[config.mk]
export PLATFORM = sky130hd
export DESIGN_NAME = clkfan_cfg_top
export DESIGN_NICKNAME = d
export VERILOG_FILES = /design/src/rtl/clkfan_cfg_pkg.sv /design/src/rtl/cfg_sync_edge.sv /design/src/rtl/cfg_serial_fsm.sv /design/src/rtl/cfg_regfile.sv /design/src/rtl/cfg_clk_gate.sv /design/src/rtl/clkfan_cfg_top.sv
export SDC_FILE = /design/constraint.sdc
export NUM_CORES = 1
export LEC_CHECK = 0
export CORE_ASPECT_RATIO = 0.9
export CORE_UTILIZATION = 35
export CTS_BUF_LIST = sky130_fd_sc_hd__clkbuf_8
export DETAILED_ROUTE_END_ITERATION = 16
export HOLD_SLACK_MARGIN = 0.05
export PLACE_DENSITY = 0.65
export SLEW_MARGIN = 40
export SYNTH_ARGS = -nofsm -noshare
export SYNTH_HDL_FRONTEND = slang
export SYNTH_SLANG_ARGS = --single-unit
[constraint.sdc]
create_clock -name clk -period 1.92 [get_ports clk]
set_clock_uncertainty 0.2 [all_clocks]
set_input_delay 0.48 -clock clk [delete_from_list [all_inputs] [get_ports clk]]
set_output_delay 0.48 -clock clk [all_outputs]
set_load 0.03 [all_outputs]
[src/rtl/clkfan_cfg_pkg.sv]
package clkfan_cfg_pkg;

    localparam int unsigned BYTE_W = 8;

    typedef enum logic [2:0] {
        ST_IDLE,
        ST_RECV,
        ST_ACK_WAIT,
        ST_ACK,
        ST_IGNORE
    } ser_state_t;

endpackage

[src/rtl/cfg_sync_edge.sv]
module cfg_sync_edge #(
    parameter int unsigned STAGES = 2
) (
    input  logic clk,
    input  logic rst_n,
    input  logic scl_i,
    input  logic sda_i,
    output logic sda_s,
    output logic scl_rise,
    output logic scl_fall,
    output logic start_det,
    output logic stop_det
);

    logic [STAGES-1:0] scl_chain;
    logic [STAGES-1:0] sda_chain;
    logic              scl_s;
    logic              scl_q;
    logic              sda_q;

    always_ff @(posedge clk or negedge rst_n) begin
        if (!rst_n) begin
            scl_chain <= '1;
            sda_chain <= '1;
            scl_q     <= 1'b1;
            sda_q     <= 1'b1;
        end else begin
            scl_chain <= {scl_chain[STAGES-2:0], scl_i};
            sda_chain <= {sda_chain[STAGES-2:0], sda_i};
            scl_q     <= scl_s;
            sda_q     <= sda_s;
        end
    end

    assign scl_s     = scl_chain[STAGES-1];
    assign sda_s     = sda_chain[STAGES-1];
    assign scl_rise  = scl_s & ~scl_q;
    assign scl_fall  = ~scl_s & scl_q;
    assign start_det = scl_s & scl_q & sda_q & ~sda_s;
    assign stop_det  = scl_s & scl_q & ~sda_q & sda_s;


    cond_excl_chk: assert property (@(posedge clk) disable iff (!rst_n)
        !(start_det && stop_det) && !(start_det && scl_fall));

endmodule

[src/rtl/cfg_serial_fsm.sv]
module cfg_serial_fsm
    import clkfan_cfg_pkg::*;
#(
    parameter logic [6:0]  DEV_ADDR   = 7'h69,
    parameter int unsigned SKIP_BYTES = 2,
    parameter int unsigned NUM_REGS   = 7
) (
    input  logic clk,
    input  logic rst_n,
    input  logic sda_s,
    input  logic scl_rise,
    input  logic scl_fall,
    input  logic start_det,
    input  logic stop_det,
    output logic wr_en,
    output logic [$clog2(NUM_REGS)-1:0] wr_idx,
    output logic [BYTE_W-1:0] wr_data,
    output logic sda_pull
);

    localparam int unsigned FIRST_DATA = 1 + SKIP_BYTES;
    localparam int unsigned LAST_DATA  = FIRST_DATA + NUM_REGS - 1;
    localparam int unsigned OVF_IDX    = LAST_DATA + 1;
    localparam int unsigned IDX_W      = $clog2(OVF_IDX + 1);
    localparam int unsigned REG_IDX_W  = $clog2(NUM_REGS);
    localparam logic [BYTE_W-1:0] ADDR_BYTE = {DEV_ADDR, 1'b0};

    ser_state_t          state, state_nx;
    logic [2:0]          bit_cnt;
    logic [IDX_W-1:0]    byte_idx;
    logic [BYTE_W-2:0]   shreg;
    logic [BYTE_W-1:0]   rx_byte;
    logic                last_bit;
    logic                addr_bad;

    assign rx_byte  = {shreg, sda_s};
    assign last_bit = (state == ST_RECV) && scl_rise && (bit_cnt == 3'd7);
    assign addr_bad = (byte_idx == '0) && (rx_byte != ADDR_BYTE);

    // state register
    always_ff @(posedge clk or negedge rst_n) begin
        if (!rst_n) state <= ST_IDLE;
        else        state <= state_nx;
    end

    // next state
    always_comb begin
        state_nx = state;
        unique case (state)
            ST_IDLE:     state_nx = ST_IDLE;
            ST_RECV:     if (last_bit) state_nx = addr_bad ? ST_IGNORE : ST_ACK_WAIT;
            ST_ACK_WAIT: if (scl_fall) state_nx = ST_ACK;
            ST_ACK:      if (scl_fall) state_nx = ST_RECV;
            ST_IGNORE:   state_nx = ST_IGNORE;
            default:     state_nx = ST_IDLE;
        endcase
        if (stop_det)       state_nx = ST_IDLE;
        else if (start_det) state_nx = ST_RECV;
    end

    // bit and byte counters, shift register
    always_ff @(posedge clk or negedge rst_n) begin
        if (!rst_n) begin
            bit_cnt  <= '0;
            byte_idx <= '0;
            shreg    <= '0;
        end else if (start_det || stop_det) begin
            bit_cnt  <= '0;
            byte_idx <= '0;
        end else begin
            if (state == ST_RECV && scl_rise) begin
                shreg   <= rx_byte[BYTE_W-2:0];
                bit_cnt <= bit_cnt + 3'd1;
            end
            if (state == ST_ACK && scl_fall && byte_idx != IDX_W'(OVF_IDX))
                byte_idx <= byte_idx + 1'b1;
        end
    end

    // outputs
    always_comb begin
        sda_pull = (state == ST_ACK);
        wr_en    = last_bit && (byte_idx >= IDX_W'(FIRST_DATA))
                            && (byte_idx <= IDX_W'(LAST_DATA));
        wr_idx   = REG_IDX_W'(byte_idx - IDX_W'(FIRST_DATA));
        wr_data  = rx_byte;
    end


    stop_idle_chk: assert property (@(posedge clk) disable iff (!rst_n)
        stop_det |=> state == ST_IDLE);


    start_addr_chk: assert property (@(posedge clk) disable iff (!rst_n)
        (start_det && !stop_det) |=> (state == ST_RECV && byte_idx == '0 && bit_cnt == 3'd0));


    ack_edge_chk: assert property (@(posedge clk) disable iff (!rst_n)
        (sda_pull != $past(sda_pull)) |-> $past(scl_fall || start_det || stop_det));


    idx_sat_chk: assert property (@(posedge clk) disable iff (!rst_n)
        byte_idx <= IDX_W'(OVF_IDX));

endmodule

[src/rtl/cfg_regfile.sv]
module cfg_regfile
    import clkfan_cfg_pkg::*;
#(
    parameter int unsigned NUM_REGS = 7,
    parameter int unsigned NUM_OUT  = 10
) (
    input  logic clk,
    input  logic rst_n,
    input  logic wr_en,
    input  logic [$clog2(NUM_REGS)-1:0] wr_idx,
    input  logic [BYTE_W-1:0] wr_data,
    output logic [NUM_OUT-1:0] out_en
);

    localparam int unsigned FLAT_W = NUM_REGS * BYTE_W;

    logic [NUM_REGS-1:0][BYTE_W-1:0] regs;
    logic [FLAT_W-1:0]               flat;

    generate
        for (genvar r = 0; r < NUM_REGS; r++) begin : g_reg
            always_ff @(posedge clk or negedge rst_n) begin
                if (!rst_n)
                    regs[r] <= '1;
                else if (wr_en && wr_idx == ($clog2(NUM_REGS))'(r))
                    regs[r] <= wr_data;
            end
        end
    endgenerate

    assign flat   = regs;
    assign out_en = flat[NUM_OUT-1:0];


    hold_regs_chk: assert property (@(posedge clk) disable iff (!rst_n)
        !wr_en |=> $stable(regs));

endmodule

[src/rtl/cfg_clk_gate.sv]
module cfg_clk_gate #(
    parameter int unsigned NUM_OUT = 10
) (
    input  logic               clk_in,
    input  logic               oe_i,
    input  logic [NUM_OUT-1:0] out_en,
    output logic [NUM_OUT-1:0] clk_out,
    output logic [NUM_OUT-1:0] drv_en
);

    generate
        for (genvar i = 0; i < NUM_OUT; i++) begin : g_out
            assign drv_en[i]  = oe_i & out_en[i];
            assign clk_out[i] = clk_in & drv_en[i];
        end
    endgenerate

endmodule

[src/rtl/clkfan_cfg_top.sv]
module clkfan_cfg_top
    import clkfan_cfg_pkg::*;
#(
    parameter logic [6:0]  DEV_ADDR   = 7'h69,
    parameter int unsigned SKIP_BYTES = 2,
    parameter int unsigned NUM_REGS   = 7,
    parameter int unsigned NUM_OUT    = 10,
    parameter int unsigned SYNC_STG   = 2
) (
    input  logic               clk,
    input  logic               rst_n,
    input  logic               scl_i,
    input  logic               sda_i,
    output logic               sda_pull_o,
    input  logic               oe_i,
    input  logic               clk_in,
    output logic [NUM_OUT-1:0] clk_out,
    output logic [NUM_OUT-1:0] clk_drv_en
);

    localparam int unsigned REG_IDX_W = $clog2(NUM_REGS);

    logic                 sda_s, scl_rise, scl_fall, start_det, stop_det;
    logic                 wr_en;
    logic [REG_IDX_W-1:0] wr_idx;
    logic [BYTE_W-1:0]    wr_data;
    logic [NUM_OUT-1:0]   out_en;

    cfg_sync_edge #(.STAGES(SYNC_STG)) sync_i (
        .clk(clk), .rst_n(rst_n), .scl_i(scl_i), .sda_i(sda_i),
        .sda_s(sda_s), .scl_rise(scl_rise), .scl_fall(scl_fall),
        .start_det(start_det), .stop_det(stop_det)
    );

    cfg_serial_fsm #(.DEV_ADDR(DEV_ADDR), .SKIP_BYTES(SKIP_BYTES), .NUM_REGS(NUM_REGS)) fsm_i (
        .clk(clk), .rst_n(rst_n), .sda_s(sda_s), .scl_rise(scl_rise),
        .scl_fall(scl_fall), .start_det(start_det), .stop_det(stop_det),
        .wr_en(wr_en), .wr_idx(wr_idx), .wr_data(wr_data), .sda_pull(sda_pull_o)
    );

    cfg_regfile #(.NUM_REGS(NUM_REGS), .NUM_OUT(NUM_OUT)) regs_i (
        .clk(clk), .rst_n(rst_n), .wr_en(wr_en), .wr_idx(wr_idx),
        .wr_data(wr_data), .out_en(out_en)
    );

    cfg_clk_gate #(.NUM_OUT(NUM_OUT)) gate_i (
        .clk_in(clk_in), .oe_i(oe_i), .out_en(out_en),
        .clk_out(clk_out), .drv_en(clk_drv_en)
    );


    oe_off_chk: assert property (@(posedge clk) disable iff (!rst_n)
        !oe_i |-> (clk_drv_en == '0 && clk_out == '0));


    ack_vs_write_chk: assert property (@(posedge clk) disable iff (!rst_n)
        wr_en |-> !sda_pull_o);

endmodule

# After elaboration in Yosys (flattened, before gate mapping)
# Cells that the tools add are included.
[classes]
eq_ne = 11
bitwise_logic = 32
n_addsub = 3
magnitude_cmp = 2
n_reduce_logical = 16
muxes = 11
[ops]
columns = ["operator", "n"]
rows = [
  ["AND 1 bit", 27],
  ["two-way mux 3 bit", 8],
  ["inequality test 4 x 1 -> 1 bit (second input constant)", 3],
  ["one-hot mux 3 bit (4 select lines)", 1],
  ["logical AND 1 bit", 9],
  ["two-way mux 4 bit", 2],
  ["inequality test 8 bit (second input constant)", 1],
  ["== test 3 x 1 -> 1 bit (second input constant)", 2],
  ["== test 3 x 2 -> 1 bit (second input constant)", 2],
  ["== test 3 bit (second input constant)", 2],
  ["inverter 1 bit", 5],
  ["adder 4 x 1 -> 4 bit (second input constant)", 1],
  [">= comparator 4 x 2 -> 1 bit (second input constant)", 1],
  ["less-or-equal comparator 4 bit (second input constant)", 1],
  ["zero test 4 bit", 1],
  ["inequality test 4 bit (second input constant)", 1],
  ["nonzero test 2 bit", 2],
  ["adder 3 x 1 -> 3 bit (second input constant)", 1],
  ["zero test 3 bit", 1],
  ["AND reduction 3 bit", 1],
  ["subtractor 3 x 2 -> 3 bit (second input constant)", 1],
  ["AND reduction 2 bit", 1],
  ["logical OR 1 bit", 1],
]
[totals]
ff_bits = 33

# Longest topological paths before layout
[logic_depth]
depth_word = 8
ltp_mapped = 6

# Hierarchy
# A second synthesis with hierarchy kept.
[hier_totals]
hier_cells = 142
hier_area_um2 = 1706.6
[modules_own_cells]
columns = ["mod", "area_each_um2", "n_inst", "seq_area_each_um2", "cells_each"]
rows = [
  ["cfg_serial_fsm", 964.7, 1, 425.4, 88],
  ["cfg_regfile", 411.6, 1, 262.8, 22],
  ["cfg_sync_edge", 190.2, 1, 157.7, 10],
  ["cfg_clk_gate", 140.1, 1, 0.0, 22],
]

# Worst setup path after synthesis
# No wires, ideal clock.
[synth_timing]
kind = "register to register"
startpoint = "register fsm_i.byte_idx[0]"
endpoint = "register regs_i.regs, in the netlist regs_i.out_en[0]"
setup_slack_ps = 70
setup_time_ps = 82
required_time_ps = 1638
t_arrival_ps = 1568
path_stages_with_launch = 7
path_cell_list = "dfrtp_1 inv_1 ha_1 o21bai_1 a211oi_2 nand4b_4 mux2_2"
[synth_via]
elab_chain_len = 4
elab_cells_between_ends = 7
cone_classes = "add/sub: 1; order compare: 2; reduce/logical: 4"
[synth_rtl]
columns = ["element", "line", "text"]
rows = [
  ["from (decl)", "cfg_serial_fsm.sv:30", "logic [IDX_W-1:0] byte_idx;"],
  ["from (signal assigned)", "cfg_serial_fsm.sv:76", "byte_idx <= byte_idx + 1'b1;"],
  [">= comparator 4 x 2 -> 1 bit", "cfg_serial_fsm.sv:83", "wr_en = last_bit && (byte_idx >= IDX_W'(FIRST_DATA))"],
  ["logical AND 1 bit", "cfg_serial_fsm.sv:83", ""],
  ["logical AND 1 bit", "cfg_serial_fsm.sv:84", "&& (byte_idx <= IDX_W'(LAST_DATA));"],
  ["logical AND 1 bit *", "cfg_regfile.sv:25", "else if (wr_en && wr_idx == ($clog2(NUM_REGS))'(r))"],
  ["to (signal, indexed assignment)", "cfg_regfile.sv:26", "regs[r] <= wr_data;"],
  ["to (decl)", "cfg_regfile.sv:17", "logic [NUM_REGS-1:0][BYTE_W-1:0] regs;"],
]
# Mark *: on every way between the ends. The rest lies on a longest branch, timed or not.
# A chain may end at the register's enable or synchronous reset.

# Final worst setup path
[layout_timing]
startpoint = "register fsm_i.byte_idx[1]"
endpoint = "register regs_i.regs, in the netlist regs_i.out_en[3]"
# Same word-level chain as after synthesis.

==> run summary <==
=====================================================================================
Run status                                                               finished, violations left
Failing checks                                                           setup timing
Die Y-Extent                                                                  67.5 um
Number of cells traversed by the worst hold path                                    0
Quantity of hold-fixing buffers added after cts                                     0
Count of unresolved DRC violations after routing                                    0
Leakage dissipation                                                           1.16 nW
Sw Pwr                                                                       0.314 mW
Total number of placement rows                                                     23
Number of warning messages in the yosys log                                         0
H-tree levels                                                                       2
Count of boundary I/O pins                                                         27
Post-layout minimum cycle time                                                1940 ps
Worst slack on hold paths                                                      157 ps
Post-layout power                                                             1.60 mW
Critical path data arrival time                                               1960 ps
Largest fanout of any net on the critical path                                      8
Post-layout util                                                                0.513
Number of nets with antenna violations after detailed routing                       0
Netlist area before placement                                              1670 sq um
Clock Tree Buf Depth                                                                2
Register bit count reported by yosys                                               33
Grt ovf                                                                             0
Endpoint of the worst-slack reg-to-reg timing path                       regs_i.out_en[3]
Cell depth of the worst setup path                                                  6
Met3 Track Usage GR                                                            0.0418
Minimum setup slack after placement                                           -215 ps
Final critical-path setup slack                                              -21.1 ps
Proportion of layout cells with a drive suffix above 1                          0.465
Fin area                                                                   2320 sq um
Worst reg2reg path startpoint                                            fsm_i.byte_idx[1]
EDFF count, synth                                                                   0
Most used flip-flop cell after synthesis                                      dfrtp_1
Total cell area at the placement stage                                     2050 sq um
Detailed-route via count                                                         1258
Capture point of the worst path                                          regs_i.out_en[3]
Final max-slew violation count                                                      0
Cells traversed along the worst timing path                              inv_2, ha_1, o21bai_2, a211oi_4, nand4b_4, mux2_4
Clock transition at the registers of the reported paths                         70 ps
Maximum number of pins on one net before global-route repair                       34
Req. time, crit path                                                          1940 ps
Area growth from synthesis to final layout                                      38.9%
Net count after synthesis                                                         162
Initial antenna violation count                                                     0
Count of different cell masters after synthesis                                    38
Post-synth ARST share                                                            1.00
Type of element launching the critical path                                  register
MaxCap Viol Count                                                                   0
Clock Sink Count                                                                   33
Die Footprint                                                              5050 sq um
Starting density of the core                                                    0.369
Buffers added on ports                                                             26
Combinational cell fraction of total power                                      0.065
Crit path launch                                                         fsm_i.byte_idx[1]
Number of antenna repair diodes                                                     0
Worst-case register-to-register setup slack                                    -20 ps
Non-Filler Instances                                                              260
Post-DR vias/cell                                                                4.84
Busiest grt layer                                                                met2
Placeable core region                                                      4520 sq um
FMAX                                                                        0.515 GHz
Clock latency on the worst-skew pair                                           290 ps
Met2 routing resource usage after global routing                                0.233
Die X-Extent                                                                  74.8 um
Detailed Routing Iterations Pass 1                                                  4
Share of the yosys chip area belonging to registers                             0.507
Pint                                                                          1.29 mW
Cell count after synthesis                                                        148
Ratio of total power to cell area                                         691 nW/um^2
Met1 Track Usage GR                                                             0.192
RSZ-0062 raised after global routing                                              yes
Element type at the critical path end                                        register
Final hold violation count                                                          0
# placed instances                                                                246
Detailed-placement wirelength estimate                                        2390 um
Via count of the first global-routing pass                                       1215
CTS tree                                                                        built
Final weighted congestion of routability-driven global placement                0.824
Kind of path behind the tightest hold check                              register to register
Layout filler cell count                                                          410
Total number of nets in the final design                                          211
Most frequent standard cell in the layout excluding fill and tap cells          buf_4
First-pass GRT wire length                                                    5520 um
Master of the slowest instance on the critical path                           dfrtp_1
Final routed wire length divided by cell count                                13.1 um
Tightest Pin Transition                                                        376 ps
Post-synthesis area per instance                                           11.3 sq um
Worst r2r path cells                                                                6
Root buffer selected by CTS                                                  clkbuf_8
Wirelength, routed                                                            3410 um
Proportion of power drawn by flip-flops and latches                             0.455
Worst rel slew slack                                                            0.749
Clock network power share                                                       0.479
Highest-count cells in the layout ignoring fill and taps                 buf_4 (33), nand2_1 (24), dfstp_2 (16)
Setup violation total in the final timing report                                    3
Share of the clock period used by the worst path after layout                    1.01
Clock buffers created by TritonCTS                                                  5
Detailed Route Iter0 Violations                                                    59
Family of cells with the greatest summed delay on the critical path        flip-flops
Count of buffering cells on the critical path with inverters included               1
Setup TNS                                                                    -23.4 ps
Max IR drop VDD                                                            0.000522 V
Gr usage total                                                                  0.150
Switching part of the total power                                               0.196
Maximum single-stage delay on the critical path                                430 ps
Worst Path Class, Setup                                                  register to register
=====================================================================================
-- registers in the layout (all words and copies together) (netlist names) --
register	flops
fsm_i.bit_cnt	3
fsm_i.byte_idx	4
fsm_i.shreg	7
fsm_i.state	3
regs_i.out_en	10
sync_i.scl_chain	2
sync_i.scl_q	1
sync_i.sda_chain	2
sync_i.sda_q	1
-- metal layers --
layer,part of all wire,vias up
met2,0.47,32
met1,0.47,611
met5,0,-
li1,-,610
met3,0.046,5
met4,0.014,0
-- final cells by class --
cell class	instances	area (sq um)	share of cell area
inverter	3	11.3	0.00486
multi-input combinational	109	861	0.372
clock buffer	5	68.8	0.0297
clock inverter	3	65.1	0.0281
timing repair buffer	45	384	0.166
sequential	33	848	0.366
tap	62	77.6	0.0335
-- power groups by stage --
stage / Combinational, mW / Clock [mW] / Sequential, mW
after floorplan: 0.0329 / 0 / 0.742
after global placement: 0.0893 / 0 / 0.740
after detailed placement: 0.0925 / 0 / 0.741
after CTS: 0.0962 / 0.788 / 0.729
after global routing: 0.117 / 0.817 / 0.731
final: 0.104 / 0.768 / 0.729
-- synthesized netlist by cell type, types with 3 or more instances --
master   number  area, sq um
and3_1       10         62.6
xnor2_1       3         26.3
nand4_1       3         18.8
mux2_2       11          124
dfrtp_1      17          425
ha_1          8          100
nand2_1      24         90.1
dfstp_2      16          420
and2_1       12         75.1
inv_1         3         11.3
nor2_1        6         22.5
-- what timing repair did --
action                     in CTS  in global routing
setup buffers                   3                  3
gates resized for setup        13                 14
setup endpoints to repair      31                 15
pin swaps                       3                  6
-- worst min-delay path by stage --
stage,from,end,slack (ps)
2_1_floorplan,rst_n,fsm_i.bit_cnt[0],-20
5_1_grt,sync_i.sda_chain[0],sync_i.sda_chain[1],160
3_5_place_dp,sync_i.scl_chain[0],sync_i.scl_chain[1],150
4_1_cts,sync_i.scl_chain[0],sync_i.scl_chain[1],160
6_report,sync_i.sda_chain[0],sync_i.sda_chain[1],160
3_3_place_gp,sync_i.scl_chain[0],sync_i.scl_chain[1],150
-- cell families after synthesis --
| logic type | after synthesis | share of synthesized area |
|---|---|---|
| simple gates | 71 | 0.249 |
| xor+xnor | 5 | 0.0263 |
| buf+inv | 6 | 0.0143 |
| flops | 33 | 0.507 |
| compound gates | 12 | 0.0570 |
| mux | 13 | 0.0863 |
| fa+ha+maj | 8 | 0.0600 |
Note: power is estimated with default switching activity, not from simulation.
